`src/rtl/spl_pkg.sv`:
```
package spl_pkg;
  localparam int TID_W = 9;
  localparam int OP_W  = 2;

  typedef logic [TID_W-1:0] tid_t;

  localparam tid_t NO_OWNER = '1;

  typedef enum logic [OP_W-1:0] {
    OP_QUERY   = 2'b00,
    OP_LOCK    = 2'b01,
    OP_RELEASE = 2'b10,
    OP_RSVD    = 2'b11
  } op_e;

  // Owner value after one access; a reserved requester ID can never win.
  function automatic tid_t owner_after(input logic is_write, input op_e op,
                                       input tid_t cur, input tid_t req_tid,
                                       input logic wdata_ok, input tid_t wr_tid);
    if (!is_write && op == OP_LOCK && cur == NO_OWNER)
      return req_tid;
    if (is_write && op == OP_RELEASE && wdata_ok && cur == wr_tid)
      return NO_OWNER;
    return cur;
  endfunction
endpackage

```
`src/rtl/spl_owner_store.sv`:
```
module spl_owner_store
  import spl_pkg::*;
#(
  parameter int DEPTH = 64,
  localparam int IDX_W = $clog2(DEPTH)
) (
  input  logic             clk,
  input  logic             rst_n,
  input  logic [IDX_W-1:0] rd_idx,
  output tid_t             rd_data,
  input  logic             wr_en,
  input  logic [IDX_W-1:0] wr_idx,
  input  tid_t             wr_data
);
  tid_t mem [DEPTH];

  always_ff @(posedge clk or negedge rst_n) begin
    if (!rst_n) begin
      for (int i = 0; i < DEPTH; i++) mem[i] <= NO_OWNER;
      rd_data <= NO_OWNER;
    end else begin
      rd_data <= mem[rd_idx];
      if (wr_en) mem[wr_idx] <= wr_data;
    end
  end
endmodule

```
`src/rtl/spl_seq.sv`:
```
module spl_seq #(
  parameter int CYCLES = 8,
  localparam int CNT_W = $clog2(CYCLES)
) (
  input  logic clk,
  input  logic rst_n,
  input  logic req_hit,
  output logic accept,
  output logic decide,
  output logic finish
);
  localparam logic [CNT_W-1:0] LAST = CNT_W'(CYCLES - 1);

  logic             busy_q;
  logic [CNT_W-1:0] cnt_q;

  assign finish = busy_q && (cnt_q == LAST);
  assign accept = req_hit && (!busy_q || finish);
  assign decide = busy_q && (cnt_q == CNT_W'(1));

  always_ff @(posedge clk or negedge rst_n) begin
    if (!rst_n) begin
      busy_q <= 1'b0;
      cnt_q  <= '0;
    end else if (accept) begin
      busy_q <= 1'b1;
      cnt_q  <= '0;
    end else if (finish) begin
      busy_q <= 1'b0;
      cnt_q  <= '0;
    end else if (busy_q) begin
      cnt_q  <= cnt_q + CNT_W'(1);
    end
  end

  // a running sequence steps forward undisturbed by new requests
  a_r9_steady_count: assert property (@(posedge clk) disable iff (!rst_n)
    (busy_q && !finish) |=> (busy_q && cnt_q == $past(cnt_q) + CNT_W'(1)));
endmodule

```
`src/rtl/spinlock_bank.sv`:
```
module spinlock_bank
  import spl_pkg::*;
#(
  parameter int          NUM_LOCKS  = 64,
  parameter int          ADDR_W     = 32,
  parameter int          DATA_W     = 32,
  parameter int          SEQ_CYCLES = 8,
  parameter logic [31:0] BASE_ADDR  = 32'h4000_0000,
  localparam int         LOCK_W     = $clog2(NUM_LOCKS),
  localparam int         FIELD_W    = LOCK_W + TID_W + OP_W
) (
  input  logic              clk,
  input  logic              rst_n,
  input  logic              bus_req,
  input  logic              bus_we,
  input  logic [ADDR_W-1:0] bus_addr,
  input  logic [DATA_W-1:0] bus_wdata,
  output logic [DATA_W-1:0] bus_rdata,
  output logic              bus_done
);
  // Address fields
  logic              base_hit;
  logic [LOCK_W-1:0] f_lock;
  tid_t              f_tid;
  op_e               f_op;

  assign base_hit = bus_addr[ADDR_W-1:FIELD_W] == BASE_ADDR[ADDR_W-1:FIELD_W];
  assign f_op     = op_e'(bus_addr[OP_W-1:0]);
  assign f_tid    = bus_addr[OP_W+TID_W-1:OP_W];
  assign f_lock   = bus_addr[FIELD_W-1:OP_W+TID_W];

  // Sequencer events
  logic accept, decide, finish;

  spl_seq #(.CYCLES(SEQ_CYCLES)) u_seq (
    .clk(clk), .rst_n(rst_n), .req_hit(bus_req && base_hit),
    .accept(accept), .decide(decide), .finish(finish)
  );

  // Captured request
  logic [LOCK_W-1:0] req_lock;
  tid_t              req_tid;
  op_e               req_op;
  logic              req_we;
  logic [DATA_W-1:0] req_wdata;

  always_ff @(posedge clk or negedge rst_n) begin
    if (!rst_n) begin
      req_lock  <= '0;
      req_tid   <= NO_OWNER;
      req_op    <= OP_QUERY;
      req_we    <= 1'b0;
      req_wdata <= '0;
    end else if (accept) begin
      req_lock  <= f_lock;
      req_tid   <= f_tid;
      req_op    <= f_op;
      req_we    <= bus_we;
      req_wdata <= bus_wdata;
    end
  end

  // Owner store and decision
  tid_t rd_owner, wr_data;
  logic wr_en, wdata_ok;

  assign wdata_ok = req_wdata[DATA_W-1:TID_W] == '0;
  assign wr_data  = owner_after(req_we, req_op, rd_owner, req_tid,
                                wdata_ok, req_wdata[TID_W-1:0]);
  assign wr_en    = decide && (wr_data != rd_owner);

  spl_owner_store #(.DEPTH(NUM_LOCKS)) u_store (
    .clk(clk), .rst_n(rst_n), .rd_idx(req_lock), .rd_data(rd_owner),
    .wr_en(wr_en), .wr_idx(req_lock), .wr_data(wr_data)
  );

  // Reply
  tid_t res_q;

  always_ff @(posedge clk or negedge rst_n) begin
    if (!rst_n)      res_q <= NO_OWNER;
    else if (decide) res_q <= wr_data;
  end

  assign bus_rdata = {{(DATA_W-TID_W){1'b0}}, res_q};
  assign bus_done  = finish;

  // completion is a single-cycle pulse
  a_r5_single_pulse: assert property (@(posedge clk) disable iff (!rst_n)
    bus_done |=> !bus_done);
  // a lock read only ever writes into a free entry
  a_r3_grant_only_free: assert property (@(posedge clk) disable iff (!rst_n)
    (wr_en && req_op == OP_LOCK) |-> rd_owner == NO_OWNER);
  // a release write always leaves the entry free
  a_r6_release_frees: assert property (@(posedge clk) disable iff (!rst_n)
    (wr_en && req_op == OP_RELEASE) |-> wr_data == NO_OWNER);
  // the reserved ID is never stored by a read
  a_r8_no_reserved_grant: assert property (@(posedge clk) disable iff (!rst_n)
    (wr_en && !req_we) |-> wr_data != NO_OWNER);
  // only lock reads and release writes may change an entry
  a_r10_legal_change: assert property (@(posedge clk) disable iff (!rst_n)
    wr_en |-> ((req_op == OP_LOCK && !req_we) || (req_op == OP_RELEASE && req_we)));
endmodule

```
`config.mk`:
```
export PLATFORM = sky130hd
export DESIGN_NAME = spinlock_bank
export DESIGN_NICKNAME = d
export VERILOG_FILES = /design/src/rtl/spl_pkg.sv /design/src/rtl/spl_owner_store.sv /design/src/rtl/spl_seq.sv /design/src/rtl/spinlock_bank.sv
export SDC_FILE = /design/constraint.sdc
export NUM_CORES = 1
export LEC_CHECK = 0
export BUFFER_PORTS_ARGS = -buffer_cell sky130_fd_sc_hd__buf_4
export CELL_PAD_IN_SITES_DETAIL_PLACEMENT = 1
export CELL_PAD_IN_SITES_GLOBAL_PLACEMENT = 2
export CORE_MARGIN = 2
export CORE_UTILIZATION = 45
export DETAILED_ROUTE_END_ITERATION = 12
export GPL_ROUTABILITY_DRIVEN = 1
export HOLD_SLACK_MARGIN = 0.1
export PLACE_DENSITY_LB_ADDON = 0.1
export SLEW_MARGIN = 20
export SYNTH_ARGS = -nofsm -noshare
export SYNTH_HDL_FRONTEND = slang
export SYNTH_SLANG_ARGS = --single-unit
```
`constraint.sdc`:
```
create_clock -name clk -period 6.4 [get_ports clk]
set_input_delay 0 -clock clk [delete_from_list [all_inputs] [get_ports clk]]
set_output_delay 0 -clock clk [all_outputs]
set_load 0.02 [all_outputs]
```
After elaboration in Yosys (flattened, before gate mapping)
Index checks and enable logic that the tools add are counted.

cells by class
  multiply operators = 0
  magnitude comparators = 2
  shifts and indexed selects = 0
  eq/ne operators = 8
  mux-type cells = 18
  bitwise operators = 1
  reduce and logical (&&, ||, !) cells = 17
  divide/modulo/power cells = 0
  add/subtract/negate cells = 1

operator list
  operator                                                                       number
  576-bit bitwise mux                                                            1
  9-bit 2-to-1 mux                                                               7
  9-bit binary-select mux with 6-bit select                                      1
  9-bit demux with 6-bit select                                                  1
  23-bit logical NOT                                                             1
  15-bit by 14-bit == test with 1-bit output (second input constant)             1
  1-bit logical AND                                                              11
  9-bit == test                                                                  1
  9-bit == test (second input constant)                                          1
  3-bit 2-to-1 mux                                                               3
  9-bit inequality test                                                          1
  7-bit >= comparator (second input constant)                                    1
  7-bit by 1-bit less-than comparator with 1-bit output (second input constant)  1
  6-bit NOT with 7-bit output                                                    1
  1-bit 2-to-1 mux                                                               5
  3-bit by 1-bit adder with 3-bit output (second input constant)                 1
  3-bit by 1-bit == test with 1-bit output (second input constant)               1
  3-bit == test (second input constant)                                          1
  3-bit nonzero test                                                             1
  2-bit by 1-bit == test with 1-bit output (second input constant)               1
  2-bit == test (second input constant)                                          1
  1-bit logical NOT                                                              2
  2-bit nonzero test                                                             1
  1-bit logical OR                                                               1

word-level totals
  output and inout bits = 33
  register bits after elaboration = 648
  memories = 0
  bits in read-only memories = 0
  word-level logic and storage cells = 120
  RAM bits = 0
  latch bits = 0
  input bits = 68

Depth between registers and ports, before layout
Gate-level depths: netlist of the first run.

  depth in word-level cells = 10
  gate-level depth with buffers = 11
  mapped depth without buffers = 8

Cells and area by module
Synthesis of the first run repeated with hierarchy kept, for this count alone.

unflattened totals
  cells, all modules = 1,917
  area, all modules = 30,230.2 um^2

by module, submodules not included
  module           area each (um^2)  sequential area each (um^2)  times used  cells an instance
  spl_owner_store  27,147.3          15,371.0                     1           1,664
  spinlock_bank    2,855.2           1,498.9                      1           233
  spl_seq          227.7             100.1                        1           20

Worst setup path before layout of the first run
OpenSTA, ideal clock, no wires.

  path kind = register -> register
  start point = register u_store.rd_data[6]
  end point = register u_store.mem[558] (netlist name)
  arrival = 2,697 ps
  data required time = 6,318 ps
  cell stages (with the launch flop) = 10
  path slack = 3,621 ps
  buffers on the path = 3
  setup time = 82 ps
  clock period less this slack = 2,779 ps
  cell sequence = dfstp_2 -> nand4_1 -> or4_1 -> buf_2 -> a41oi_2 -> buf_4 -> a21oi_2 -> buf_6 -> nor4_4 -> mux2_2

on the way
  longest elaborated chain between the ends = 8
  elaborated cells on any way between the ends = 13
  those cells by class = eq/ne (3); mux (7); reduce/logical (3)

RTL lines
  element                         line                   RTL
  start, declared                 spl_owner_store.sv:10  output tid_t rd_data,
  start signal, assigned          spl_owner_store.sv:22  rd_data <= mem[rd_idx];
  9-bit == test                   spl_pkg.sv:22          if (is_write && op == OP_RELEASE && wdata_ok && cur == wr_tid)
  1-bit logical AND               spl_pkg.sv:22
  1-bit 2-to-1 mux (2 in series)  spl_pkg.sv:22
  9-bit 2-to-1 mux                spl_pkg.sv:24          return cur;
  9-bit 2-to-1 mux                spl_pkg.sv:22
  9-bit inequality test           spinlock_bank.sv:70    assign wr_en = decide && (wr_data != rd_owner);
  1-bit logical AND               spinlock_bank.sv:70
  end signal, assigned by index   spl_owner_store.sv:23  if (wr_en) mem[wr_idx] <= wr_data;
  end, declared                   spl_owner_store.sv:15  tid_t mem [DEPTH];

Several ways; a longest one is shown, not always the timed one. The select of a mux whose other input is x is not followed.
A chain may end at the register's enable or synchronous reset.

Final worst setup path of the first run
  start point = register u_store.rd_data[6]
  end point = register u_store.mem[408] (netlist name)

The elaborated chain is that of the path after synthesis.

==> impl_results.md, run 1 <==
- Result of the run: complete, no violations
- Number of antenna violations at the first check in global routing: 6
- Count of fill cells added during filler insertion: 6900
- Gate power share: 1.9%
- Setup violators final: 0
- Setup slack after layout: 1.874 ns
- Number of violations of the max-capacitance limit: 0
- Share of the synthesized area in the top cell type: 52.55%
- Number of cells upsized or downsized after cts: 0
- Pwr dens: 248.8 nW/µm²
- Netlist area before placement: 30150 µm²
- Vias per Instance: 6.360
- Number of instances in the synthesized netlist: 2771
- Sw Pwr: 1.888 mW
- Area of the die: 69080 µm²
- Global-route wire length before repair: 171900 µm
- # nets final: 2919
- Max FO, Critical Path: 25
- Global placer's final weighted congestion: 0.8864
- Achievable Freq: 0.2209 GHz
- Sequential fraction of the synthesis area: 56.29%
- Number of pins exceeding their max-slew limit in the final report: 0
- End-of-flow core utilization: 52.74%
- Clock network fraction of design power: 50.6%
- Largest vdd supply drop: 0.1984 mV
- H-tree depth: 3
- Number of distinct library cells after synthesis: 66
- Aggregate routed wire length: 115100 µm
- Setup Total Neg Slack: 0 ns
- Initial standard-cell utilization of the core: 45.61%
- Element type at the critical path end: flop
- Leak Pwr: 12.95 nW
- DRT Pass-1 Iters: 6
- Cell internal pwr: 6.787 mW
- Post-route clock skew: 0.02176 ns
- Quantity of I/O buffers inserted on ports: 77
- Worst-Margin Slew: 1.143 ns
- Post-Place Setup Slack: 2.035 ns
- Count of flip-flops with a built-in enable after synthesis: 0
- Skew-Pair Late Insertion Delay: 0.62 ns
- Switching fraction of total power: 21.76%
- Total grt overflow: 0
- Number of violations reported at the end of detailed-routing iteration 0: 2268
- Most common cell after layout, fill and taps aside: sky130_fd_sc_hd__o21ai_0
- Yosys warning count: 0
- Standard-cell rows: 94
- Area growth syn-to-layout: 15.63%
- Top post-synthesis cells by area: sky130_fd_sc_hd__dfstp_2 (53%), sky130_fd_sc_hd__o21ai_0 (12%), sky130_fd_sc_hd__mux2_2 (6.4%)
- Count of boundary I/O pins: 101
- Overall die height: 262.8 µm
- Final Critical Period: 4.526 ns
- Fraction of power consumed by sequential logic: 47.5%
- Met1 capacity usage during global routing: 44.99%
- Fin crit share: 70.73%
- Standard cell core area: 66100 µm²
- Antenna viol nets, final: 0
- Clock edge transition at the registers on the reported setup and hold paths: 0.07 ns
- Setup repair after global routing missed its margin: false
- Total clock buffers created by CTS: 74
- Final hold violations: 0
- Vias: 24002
- Pin count of the biggest net entering global routing: 170
- Commonest cells after routing, fill and taps aside: sky130_fd_sc_hd__o21ai_0 (699), sky130_fd_sc_hd__dfstp_2 (603), sky130_fd_sc_hd__nand2_1 (377)
- CP Data Arrival Time: 5.07 ns
- Setup Fix Bufs, Post-CTS: 0
- Startpoint Class: flop
- Post-Syn Area per Cell: 10.88 µm²
- Layer with the highest usage: met2
- Die Span X: 262.8 µm
- Post-CTS Hold Fix Bufs: 55
- GRT Resource Usage Total: 33.24%
- Remaining DRCs: 0
- Hold/Removal Path Class: input port to flop
- HPWL Detailed: 71400 µm
- Fraction of layout cells with a size suffix above 1: 39.15%
- Dominant register cell in the synthesized netlist: sky130_fd_sc_hd__dfstp_2
- CTS root buffer: sky130_fd_sc_hd__clkbuf_16
- Routed wirelength normalized by instance count: 30.50 µm
- Cell taking the most area after synthesis: sky130_fd_sc_hd__dfstp_2
- Number of buffers between clock root and the deepest sink: 3
- Via count of the first global-routing pass: 25381
- Clock tree from TritonCTS: done
- Met2 usage: 53.24%
- Worst relative slew slack: 23.48%
- Register bit count reported by yosys: 648
- Total number of clock tree sinks: 648
- Type of the worst setup path: flop to flop
- Met3 track utilization from global routing: 6.362%
- Fraction of synthesis flops using an asynchronous set or reset pin: 100.0%
- Worst path required time: 6.95 ns
[area by class of cell]
| cell class | instances | area, µm² | area share (%) |
|---|---|---|---|
| well taps | 864 | 1081 | 3.101 |
| multi-input cells | 1904 | 12440 | 35.68 |
| repair buffers | 213 | 1817 | 5.212 |
| clock buffers | 114 | 2318 | 6.651 |
| diodes | 3 | 7.507 | 0.02154 |
| inverters | 7 | 26.28 | 0.07537 |
| flip-flops and latches | 648 | 16980 | 48.71 |
| clock inverters | 21 | 191.4 | 0.5492 |
[per-layer routing]
metal,share of wire (%),up-vias
met5,0.0087,-
met4,3.9,2
met3,6.5,255
met2,47,855
met1,43,12670
li1,-,10220
[final timing paths]
kind,end,cells past startpoint,from,slack (ns)
worst max-delay path,u_store.mem[408],9,u_store.rd_data[6],1.87
worst min-delay path,req_wdata[27],3,bus_wdata[27],0.16
worst max register to register,u_store.mem[408],9,u_store.rd_data[6],1.87
worst min register to register,u_store.mem[238],2,u_store.mem[238],0.48
max in group asynchronous,req_lock[2],3,rst_n,4.98
min in group asynchronous,u_store.mem[450],2,rst_n,0.33
[cell families after synthesis]
family	count (synthesis)	share of synthesized area, %
muxes	298	12.52
buffers and inverters	241	3.416
other	1	0.01244
adders and majority gates	3	0.1245
xor gates and xnor gates	9	0.2615
and+or+nand+nor	598	8.919
AOI/OAI and AO/OA	973	18.46
DFF	648	56.29
[worst max-delay path: stages (launching register included)]
cell and delay (ns):
sky130_fd_sc_hd__dfstp_2 0.61, sky130_fd_sc_hd__nand4_1 0.16, sky130_fd_sc_hd__or4_1 0.53, sky130_fd_sc_hd__buf_4 0.27
sky130_fd_sc_hd__a41oi_4 0.53, sky130_fd_sc_hd__buf_4 0.41, sky130_fd_sc_hd__a21o_1 0.52, sky130_fd_sc_hd__buf_4 0.48
sky130_fd_sc_hd__and3_1 0.51, sky130_fd_sc_hd__mux2_2 0.39
[power groups by stage]
stage | registers (mW) | logic, mW | clock network (mW)
finish | 4.12 | 0.167 | 4.39
global route | 4.12 | 0.184 | 4.61
CTS | 4.12 | 0.169 | 4.44
detailed placement | 4.18 | 0.140 | 0
global placement | 4.18 | 0.137 | 0
floorplan | 4.18 | 0.0272 | 0
[Yosys cell counts, types with 8 or more instances]
master	number
sky130_fd_sc_hd__a21oi_1	43
sky130_fd_sc_hd__a221oi_1	43
sky130_fd_sc_hd__a22o_1	13
sky130_fd_sc_hd__a22oi_1	45
sky130_fd_sc_hd__a32oi_1	34
sky130_fd_sc_hd__buf_1	17
sky130_fd_sc_hd__buf_2	22
sky130_fd_sc_hd__buf_4	24
sky130_fd_sc_hd__clkbuf_1	170
sky130_fd_sc_hd__dfrtp_1	45
sky130_fd_sc_hd__dfstp_2	603
sky130_fd_sc_hd__mux2_2	171
sky130_fd_sc_hd__mux2i_1	80
sky130_fd_sc_hd__mux4_2	46
sky130_fd_sc_hd__nand2_1	377
sky130_fd_sc_hd__nand2b_1	8
sky130_fd_sc_hd__nand3_1	50
sky130_fd_sc_hd__nand4_1	11
sky130_fd_sc_hd__nor2_1	63
sky130_fd_sc_hd__nor3_1	24
sky130_fd_sc_hd__nor4_1	11
sky130_fd_sc_hd__o21ai_0	699
sky130_fd_sc_hd__o22a_1	12
sky130_fd_sc_hd__o22ai_1	33
sky130_fd_sc_hd__xnor2_1	9
[state kept, by name, summed over array words and instances (netlist names)]
register         count
u_seq.cnt_q          3
req_wdata           32
req_lock             6
u_seq.busy_q         1
req_op               2
req_we               1
res_q                9
u_store.rd_data      9
u_store.mem        576
req_tid              9
[through the flow]
step           cell area [µm²]  hold slack (ns)  std cells  power, mW
3_5_place_dp             31770          0.06496       3580      4.318
5_1_grt                  34850           0.1605       3772      8.907
3_3_place_gp             31760          0.05110       3579      4.314
6_report                 34860           0.1607       3774      8.675
2_1_floorplan            30230          -0.2956       2793      4.205
4_1_cts                  34840           0.1434       3770      8.725
No activity file was read; power rests on OpenSTA's default activity.
==> run 2: changes to the inputs <==
--- a/config.mk
+++ b/config.mk
@@ -9,7 +9,7 @@
 export CELL_PAD_IN_SITES_DETAIL_PLACEMENT = 1
 export CELL_PAD_IN_SITES_GLOBAL_PLACEMENT = 2
 export CORE_MARGIN = 2
-export CORE_UTILIZATION = 45
+export CORE_UTILIZATION = 42
 export DETAILED_ROUTE_END_ITERATION = 12
 export GPL_ROUTABILITY_DRIVEN = 1
 export HOLD_SLACK_MARGIN = 0.1
==> constraint.sdc (replaced) <==
create_clock -name clk -period 4.35 [get_ports clk]
set_input_delay 0 -clock clk [delete_from_list [all_inputs] [get_ports clk]]
set_output_delay 0 -clock clk [all_outputs]
set_load 0.02 [all_outputs]
==> impl_results.md, run 2 (same netlist as run 1, synthesis figures left out) <==
- Commonest cells after routing, fill and taps aside: sky130_fd_sc_hd__o21ai_0 (699), sky130_fd_sc_hd__dfstp_2 (603), sky130_fd_sc_hd__nand2_1 (377)
- Register containing the most flip-flops in the final layout: u_store.mem
- Worst r2r src: u_store.rd_data[6]
- Worst reg-to-reg setup slack: 0.61 ns (-1.26 ns)
- Area growth syn-to-layout: 16.80%
- Post-CTS Hold Fix Bufs: 62 (+13%)
- Skew-Pair Late Insertion Delay: 0.64 ns (+0.02 ns)
- Worst path required time: 4.88 ns (-2.07 ns)
- CP Data Arrival Time: 4.26 ns (-0.81 ns)
- Antenna viol nets, final: 0 (unchanged)
- Setup Fix Bufs, Post-CTS: 0 (unchanged)
- Regs by FF count: u_store.mem: 576 flops, req_wdata: 32 flops
- Max reg flops: 576 (unchanged)
- Global-route wire length before repair: 177800 µm (+3.4%)
- Final std cells w/o fill: 3906 (+3.5%)
- Via count of the first global-routing pass: 26034 (+2.6%)
- Total grt overflow: 0 (unchanged)
- Clock tree from TritonCTS: done
- Startpoint Class: flop
- Clock edge transition at the registers on the reported setup and hold paths: 0.06 ns (about the same)
- Standard-cell rows: 98 (+4.3%)
- Worst-Margin Slew: 1.171 ns (+0.02827 ns)
- Type of the worst setup path: flop to flop
- Number of violations reported at the end of detailed-routing iteration 0: 1913 (-16%)
- Result of the run: complete, no violations
- Leak Pwr: 13.07 nW (+0.97%)
- Pwr dens: 348.0 nW/µm² (+40%)
- Post-Place Setup Slack: 0.7307 ns (-1.304 ns)
- Remaining DRCs: 0 (unchanged)
- Ordered cell list for the critical path: nand4_1 > or4_1 > buf_4 > a41oi_4 > a21o_1 > buf_4 > nand3_1 > o21ai_0
- Number of cells upsized or downsized after cts: 0 (unchanged)
- Most common cell after layout, fill and taps aside: sky130_fd_sc_hd__o21ai_0
- Pin count of the biggest net entering global routing: 114 (-33%)
- Overall die height: 271.9 µm (+3.5%)
- Final Critical Period: 3.736 ns (-0.7908 ns)
- Setup violators final: 0 (unchanged)
- Setup repair after global routing missed its margin: false
- Quantity of I/O buffers inserted on ports: 77 (unchanged)
- CTS root buffer: sky130_fd_sc_hd__clkbuf_16
- Worst relative slew slack: 21.78% (-1.7 points)
- Fin crit share: 85.88% (+15 points)
- Routed wirelength normalized by instance count: 30.59 µm (+0.28%)
- Number of violations of the max-capacitance limit: 0 (unchanged)
- Most frequent CP cell: sky130_fd_sc_hd__buf_4
- Worst hold endpoint: req_tid[0]
- Multi-input logic area: 12430 µm² (about the same)
- Setup slack after layout: 0.6144 ns (-1.259 ns)
- Slowest CP cell: sky130_fd_sc_hd__dfstp_2
- Depth of the worst hold-timing path: 4 (+1)
- Post-route clock skew: 0.01989 ns (-0.001874 ns)
- Achievable Freq: 0.2677 GHz (+21%)
- Worst r2r dst: u_store.mem[107]
- # placed instances: 3713 (+3.7%)
- Initial standard-cell utilization of the core: 42.32% (-3.3 points)
- Hold/Removal Path Class: input port to flop
- Aggregate routed wire length: 119500 µm (+3.8%)
- Sequential cell area: 16980 µm² (unchanged)
- Number of antenna violations at the first check in global routing: 6 (unchanged)
- Number of buffers between clock root and the deepest sink: 3 (unchanged)
- Worst path max stage delay: 0.60 ns (about the same)
- Depth of the worst register-to-register path: 8 (-1)
- Die Span X: 271.9 µm (+3.5%)
- Largest vdd supply drop: 0.2849 mV (+44%)
- Standard cell core area: 71240 µm² (+7.8%)
- Final hold violations: 0 (unchanged)
- Number of pins exceeding their max-slew limit in the final report: 0 (unchanged)
- Vias per Instance: 6.235 (-2.0%)
- Fraction of layout cells with a size suffix above 1: 39.44% (+0.29 points)
- Area of the die: 73940 µm² (+7.0%)
- Count of fill cells added during filler insertion: 7561 (+9.6%)
- Setup Total Neg Slack: 0 ns (unchanged)
- Count of boundary I/O pins: 101 (unchanged)
- Vias: 24353 (+1.5%)
- GRT Resource Usage Total: 32.46% (-0.79 points)
- Max FO, Critical Path: 20 (-20%)
- Global placer's final weighted congestion: 0.9183 (+3.6%)
- Total number of clock tree sinks: 648 (unchanged)
- DRT Pass-1 Iters: 5 (-1)
- H-tree depth: 3 (unchanged)
- Total clock buffers created by CTS: 73 (-1.4%)
- Worst min-delay path startpoint: bus_addr[2]
- HPWL Detailed: 76740 µm (+7.5%)
- Element type at the critical path end: flop
- # nets final: 2972 (+1.8%)
-- run 2: worst max-delay path by stage --
stage                     depth (start not counted)            endpoint          startpoint
after floorplan                                   9    u_store.mem[558]  u_store.rd_data[6]
after global placement                            9  u_store.rd_data[3]         req_lock[2]
after detailed placement                          8    u_store.mem[107]  u_store.rd_data[6]
after CTS                                         8    u_store.mem[107]  u_store.rd_data[6]
after global routing                              8    u_store.mem[108]  u_store.rd_data[6]
final                                             8    u_store.mem[107]  u_store.rd_data[6]
-- run 2: power breakdown --
group | internal (mW) | switching, mW | total [mW]
clock | 3.35 | 2.59 | 5.94
combinational | 0.0863 | 0.169 | 0.255
sequential | 6.06 | 0.00141 | 6.06
-- run 2: area by class of cell --
| cell class | count | area share, % |
|---|---|---|
| Sequential cell | 648 | 48.23 |
| Multi-Input combinational cell | 1904 | 35.30 |
| Timing Repair Buffer | 267 | 6.638 |
| Clock buffer | 109 | 5.973 |
| Tap cell | 950 | 3.376 |
| Clock inverter | 19 | 0.3944 |
| Inverter | 7 | 0.07462 |
| Antenna cell | 2 | 0.01421 |
-- run 2: per-stage QoR --
step | total power, mW | util (%) | cell area, µm² | hold slack, ns
floorplan | 6.187 | - | 30230 | -0.2956
global placement | 6.356 | 45.30 | 32270 | 0.1124
detailed placement | 6.363 | 45.38 | 32330 | 0.1186
CTS | 12.35 | 49.41 | 35200 | 0.1134
global route | 12.59 | 49.42 | 35210 | 0.1435
finish | 12.25 | 49.43 | 35210 | 0.1412
-- run 2: critical path: cells and delay by family, from the launching register on --
family / cells / cell delay, ns
compound gates: 3 / 1.23
flops: 1 / 0.60
buf+inv: 2 / 0.64
simple gates: 3 / 1.12
-- run 2: metal layers --
| metal | track usage [%] | vias to the layer above | part of all wire (%) |
|---|---|---|---|
| met5 | 0 | - | 0.034 |
| met4 | 12.90 | 6 | 4.0 |
| met3 | 5.298 | 249 | 5.7 |
| met2 | 52.45 | 821 | 47 |
| met1 | 43.81 | 12966 | 43 |
| li1 | - | 10311 | - |
==> run 3: changes to the inputs <==
--- a/config.mk
+++ b/config.mk
@@ -5,11 +5,12 @@
 export SDC_FILE = /design/constraint.sdc
 export NUM_CORES = 1
 export LEC_CHECK = 0
+export ABC_AREA = 1
 export BUFFER_PORTS_ARGS = -buffer_cell sky130_fd_sc_hd__buf_4
 export CELL_PAD_IN_SITES_DETAIL_PLACEMENT = 1
 export CELL_PAD_IN_SITES_GLOBAL_PLACEMENT = 2
 export CORE_MARGIN = 2
-export CORE_UTILIZATION = 42
+export CORE_UTILIZATION = 39
 export DETAILED_ROUTE_END_ITERATION = 12
 export GPL_ROUTABILITY_DRIVEN = 1
 export HOLD_SLACK_MARGIN = 0.1
==> impl_results.md, run 3 <==
- Post-route clock skew: 0.03191 ns (+0.01202 ns)
- Clock network fraction of design power: 51.4% (+2.9 points)
- Count of boundary I/O pins: 101 (unchanged)
- Count of buffering cells on the critical path with inverters included: 3 (+1)
- # placed instances: 4879 (+31%)
- Sequential fraction of the synthesis area: 51.72% (-4.6 points)
- Met3 track utilization from global routing: 4.177% (-1.1 points)
- Fraction of layout cells with a size suffix above 1: 25.45% (-14 points)
- GRT Resource Usage Total: 30.14% (-2.3 points)
- Overall die height: 294.0 µm (+8.1%)
- Gate power share: 1.9% (-0.2 points)
- Register containing the most flip-flops in the final layout: u_store.mem
- Initial standard-cell utilization of the core: 39.33% (-3.0 points)
- Power after layout: 12.99 mW (+6.0%)
- Switching fraction of total power: 22.37% (-0.13 points)
- Most frequent CP cell: sky130_fd_sc_hd__nand2_1
- Fraction of synthesis flops using an asynchronous set or reset pin: 100.0% (unchanged)
- Regs by FF count: u_store.mem: 576 flops, req_wdata: 32 flops
- Hold/Removal Path Class: input port to flop
- Routed wirelength normalized by instance count: 25.44 µm (-17%)
- Area of the die: 86460 µm² (+17%)
- Setup Total Neg Slack: 0 ns (unchanged)
- Cell taking the most area after synthesis: sky130_fd_sc_hd__dfstp_2
- Standard-cell rows: 106 (+8.2%)
- Worst hold endpoint: req_wdata[20]
- Die Span X: 294.0 µm (+8.1%)
- Result of the run: complete, no violations
- Global placer's final weighted congestion: 0.8439 (-8.1%)
- Total clock buffers created by CTS: 78 (+6.8%)
- Achievable Freq: 0.2960 GHz (+11%)
- Aggregate routed wire length: 130400 µm (+9.1%)
- Slowest CP cell: sky130_fd_sc_hd__dfstp_2
- Number of antenna violations at the first check in global routing: 3 (-3)
- Worst relative slew slack: 31.70% (+9.9 points)
- Standard cell core area: 83420 µm² (+17%)
- Number of distinct library cells after synthesis: 45 (-32%)
- Layer with the highest usage: met2
- Number of violations of the max-capacitance limit: 0 (unchanged)
- Count of flip-flops with a built-in enable after synthesis: 0 (unchanged)
- Setup slack after layout: 0.9711 ns (+0.3567 ns)
- Depth of the worst hold-timing path: 7 (+3)
- Final std cells w/o fill: 5124 (+31%)
- Clock edge transition at the registers on the reported setup and hold paths: 0.06 ns (about the same)
- Startpoint Class: flop
- Netlist area before placement: 32810 µm² (+8.8%)
- Met2 usage: 48.74% (-3.7 points)
- Fraction of power consumed by sequential logic: 46.7% (-2.8 points)
- H-tree depth: 3 (unchanged)
- Vias per Instance: 5.910 (-5.2%)
- Leak Pwr: 16.59 nW (+27%)
- Largest vdd supply drop: 0.2732 mV (-4.1%)
- Worst min-delay path startpoint: bus_addr[23]
- Element type at the critical path end: flop
- CTS root buffer: sky130_fd_sc_hd__clkbuf_16
- Number of instances in the synthesized netlist: 3909 (+41%)
- Most frequent cells after synthesis: sky130_fd_sc_hd__nand2_1 (1738), sky130_fd_sc_hd__nand4_1 (650), sky130_fd_sc_hd__dfstp_2 (603)
- Dominant register cell in the synthesized netlist: sky130_fd_sc_hd__dfstp_2
- Final Critical Period: 3.379 ns (-0.3567 ns)
- Register bit count reported by yosys: 648 (unchanged)
- Share of the synthesized area in the top cell type: 48.29% (-4.3 points)
- Worst r2r dst: u_store.mem[286]
- Max FO, Critical Path: 55 (+180%)
- Worst path required time: 4.91 ns (+0.03 ns)
- Sw Pwr: 2.905 mW (+5.4%)
- Total grt overflow: 0 (unchanged)
- Library cell with the highest instance count after synthesis: sky130_fd_sc_hd__nand2_1
- Number of buffers between clock root and the deepest sink: 3 (unchanged)
- # nets final: 4054 (+36%)
- Clock tree from TritonCTS: done
- Fin crit share: 77.68% (-8.2 points)
- Setup repair after global routing missed its margin: false
- Ordered cell list for the critical path: inv_2 > nand2_1 > nand2_1 > nor2_1 > nand2_1 > nor2_4 > nand2_2 > nand2_1 > nand2_1 > nand2_1 > nor2_1 > nand3_4 > buf_12 > buf_4 > nand3_4 > nand2_1 > nand2_1
- Commonest cells after routing, fill and taps aside: sky130_fd_sc_hd__nand2_1 (1737), sky130_fd_sc_hd__nand4_1 (650), sky130_fd_sc_hd__dfstp_2 (603)
- CP Data Arrival Time: 3.93 ns (-0.33 ns)
- Worst path top cell family by delay: simple AND/OR/NAND/NOR gates
- Worst-Margin Slew: 1.021 ns (-0.1501 ns)
- Area growth syn-to-layout: 16.38%
- Total number of clock tree sinks: 648 (unchanged)
- Worst path max stage delay: 0.63 ns (+0.03 ns)
- HPWL Detailed: 79690 µm (+3.8%)
- Depth of the worst register-to-register path: 17 (+9)
- Skew-Pair Late Insertion Delay: 0.65 ns (about the same)
- Via count of the first global-routing pass: 31656 (+22%)
- Quantity of I/O buffers inserted on ports: 77 (unchanged)
- Post-Place Setup Slack: 1.029 ns (+0.2982 ns)
- Pin count of the biggest net entering global routing: 169 (+48%)
- Vias: 30281 (+24%)
- DRT Pass-1 Iters: 7 (+2)
- Number of violations reported at the end of detailed-routing iteration 0: 2333 (+22%)
- Cell internal pwr: 10.08 mW (+6.2%)
- Worst reg-to-reg setup slack: 0.97 ns (+0.36 ns)
- Top post-synthesis cells by area: sky130_fd_sc_hd__dfstp_2 (48%), sky130_fd_sc_hd__nand2_1 (20%), sky130_fd_sc_hd__nand4_1 (12%)
- Setup violators final: 0 (unchanged)
- Global-route wire length before repair: 200000 µm (+13%)
- Worst r2r src: u_store.rd_data[8]
- Remaining DRCs: 0 (unchanged)
- Yosys warning count: 0 (unchanged)
- Met1 capacity usage during global routing: 40.83% (-3.0 points)
- Most common cell after layout, fill and taps aside: sky130_fd_sc_hd__nand2_1
- Antenna viol nets, final: 0 (unchanged)
- Type of the worst setup path: flop to flop
- Final hold violations: 0 (unchanged)
- Number of pins exceeding their max-slew limit in the final report: 0 (unchanged)
- Post-Syn Area per Cell: 8.393 µm² (-23%)
- Max reg flops: 576 (unchanged)
- Pwr dens: 340.1 nW/µm² (-2.3%)
- Setup Fix Bufs, Post-CTS: 0 (unchanged)
[run 3: cell count changes in the layout (fill, tap and decap cells not counted), moves of 36 or more]
| cell | change |
|---|---|
| sky130_fd_sc_hd__inv_1 | +44 |
| sky130_fd_sc_hd__mux2_2 | -162 |
| sky130_fd_sc_hd__o21ai_0 | -674 |
| sky130_fd_sc_hd__nor2_1 | +41 |
| sky130_fd_sc_hd__a22oi_1 | +36 |
| sky130_fd_sc_hd__buf_4 | -38 |
| sky130_fd_sc_hd__mux4_2 | -46 |
| sky130_fd_sc_hd__mux2i_1 | -80 |
| sky130_fd_sc_hd__nand4_1 | +639 |
| sky130_fd_sc_hd__dlygate4sd3_1 | +42 |
| sky130_fd_sc_hd__nand2_1 | +1360 |
[run 3: layer usage]
layer / up-vias / wire [µm]
met4: 2 / 5217
met5: - / 13
met2: 842 / 61360
met1: 15633 / 57180
met3: 269 / 6603
li1: 13535 / -
[run 3: how the worst max path moves through the flow]
stage,startpoint,endpoint,slack [ns],depth (start not counted)
after global placement,u_store.rd_data[7],u_store.mem[350],1.14,17
after detailed placement,u_store.rd_data[7],u_store.mem[286],1.03,17
after floorplan,u_store.rd_data[1],u_store.mem[162],2.23,18
final,u_store.rd_data[8],u_store.mem[286],0.97,17
after CTS,u_store.rd_data[7],u_store.mem[286],0.97,17
after global routing,u_store.rd_data[7],u_store.mem[286],0.69,17
[run 3: power by group through the flow]
stage	sequential (mW)	combinational, mW	clock [mW]
after floorplan	6.15	0.0376	0
after global placement	6.15	0.210	0
after detailed placement	6.15	0.217	0
after CTS	6.06	0.257	6.80
after global routing	6.06	0.276	7.00
final	6.06	0.250	6.68
[run 3: through the flow]
step                instance area (µm²)  utilization (%)  hold slack (ns)
detailed placement                34570            41.44           0.2383
CTS                               38150            45.73           0.1712
global route                      38180            45.77           0.2158
finish                            38180            45.77           0.1734
floorplan                         32890                -          -0.2956
global placement                  34570            41.44           0.2334
[run 3: area by class of cell]
cell class,instances,area [µm²]
inverters,74,277.8
fillers,9781,45240
multi-input cells,2898,14290
flip-flops and latches,648,16970
diodes,1,2.502
clock inverters,20,247.7
clock buffers,120,2303
repair buffers,283,2740
well taps,1080,1351
[run 3: logic make-up after synthesis]
kind of cell | share of synthesized area [%]
compound gates | 4.161
flops | 51.72
mux | 0.3089
buf+inv | 5.385
other cells | 0.01143
fa+ha+maj | 0.1144
simple gates | 38.30
[run 3: tightest hold or removal path, stage by stage]
cell and delay [ns]:
sky130_fd_sc_hd__buf_4 0.08, sky130_fd_sc_hd__nor4_1 0.04, sky130_fd_sc_hd__and2_1 0.17, sky130_fd_sc_hd__nand2_1 0.17, sky130_fd_sc_hd__nor2_4 0.11, sky130_fd_sc_hd__nand3_1 0.11
sky130_fd_sc_hd__nand2_1 0.07
[run 3: timing repair]
action                    4_1_cts  5_1_grt
hold endpoints to repair      141        0
hold buffers                  103        0
resized for setup               0        0
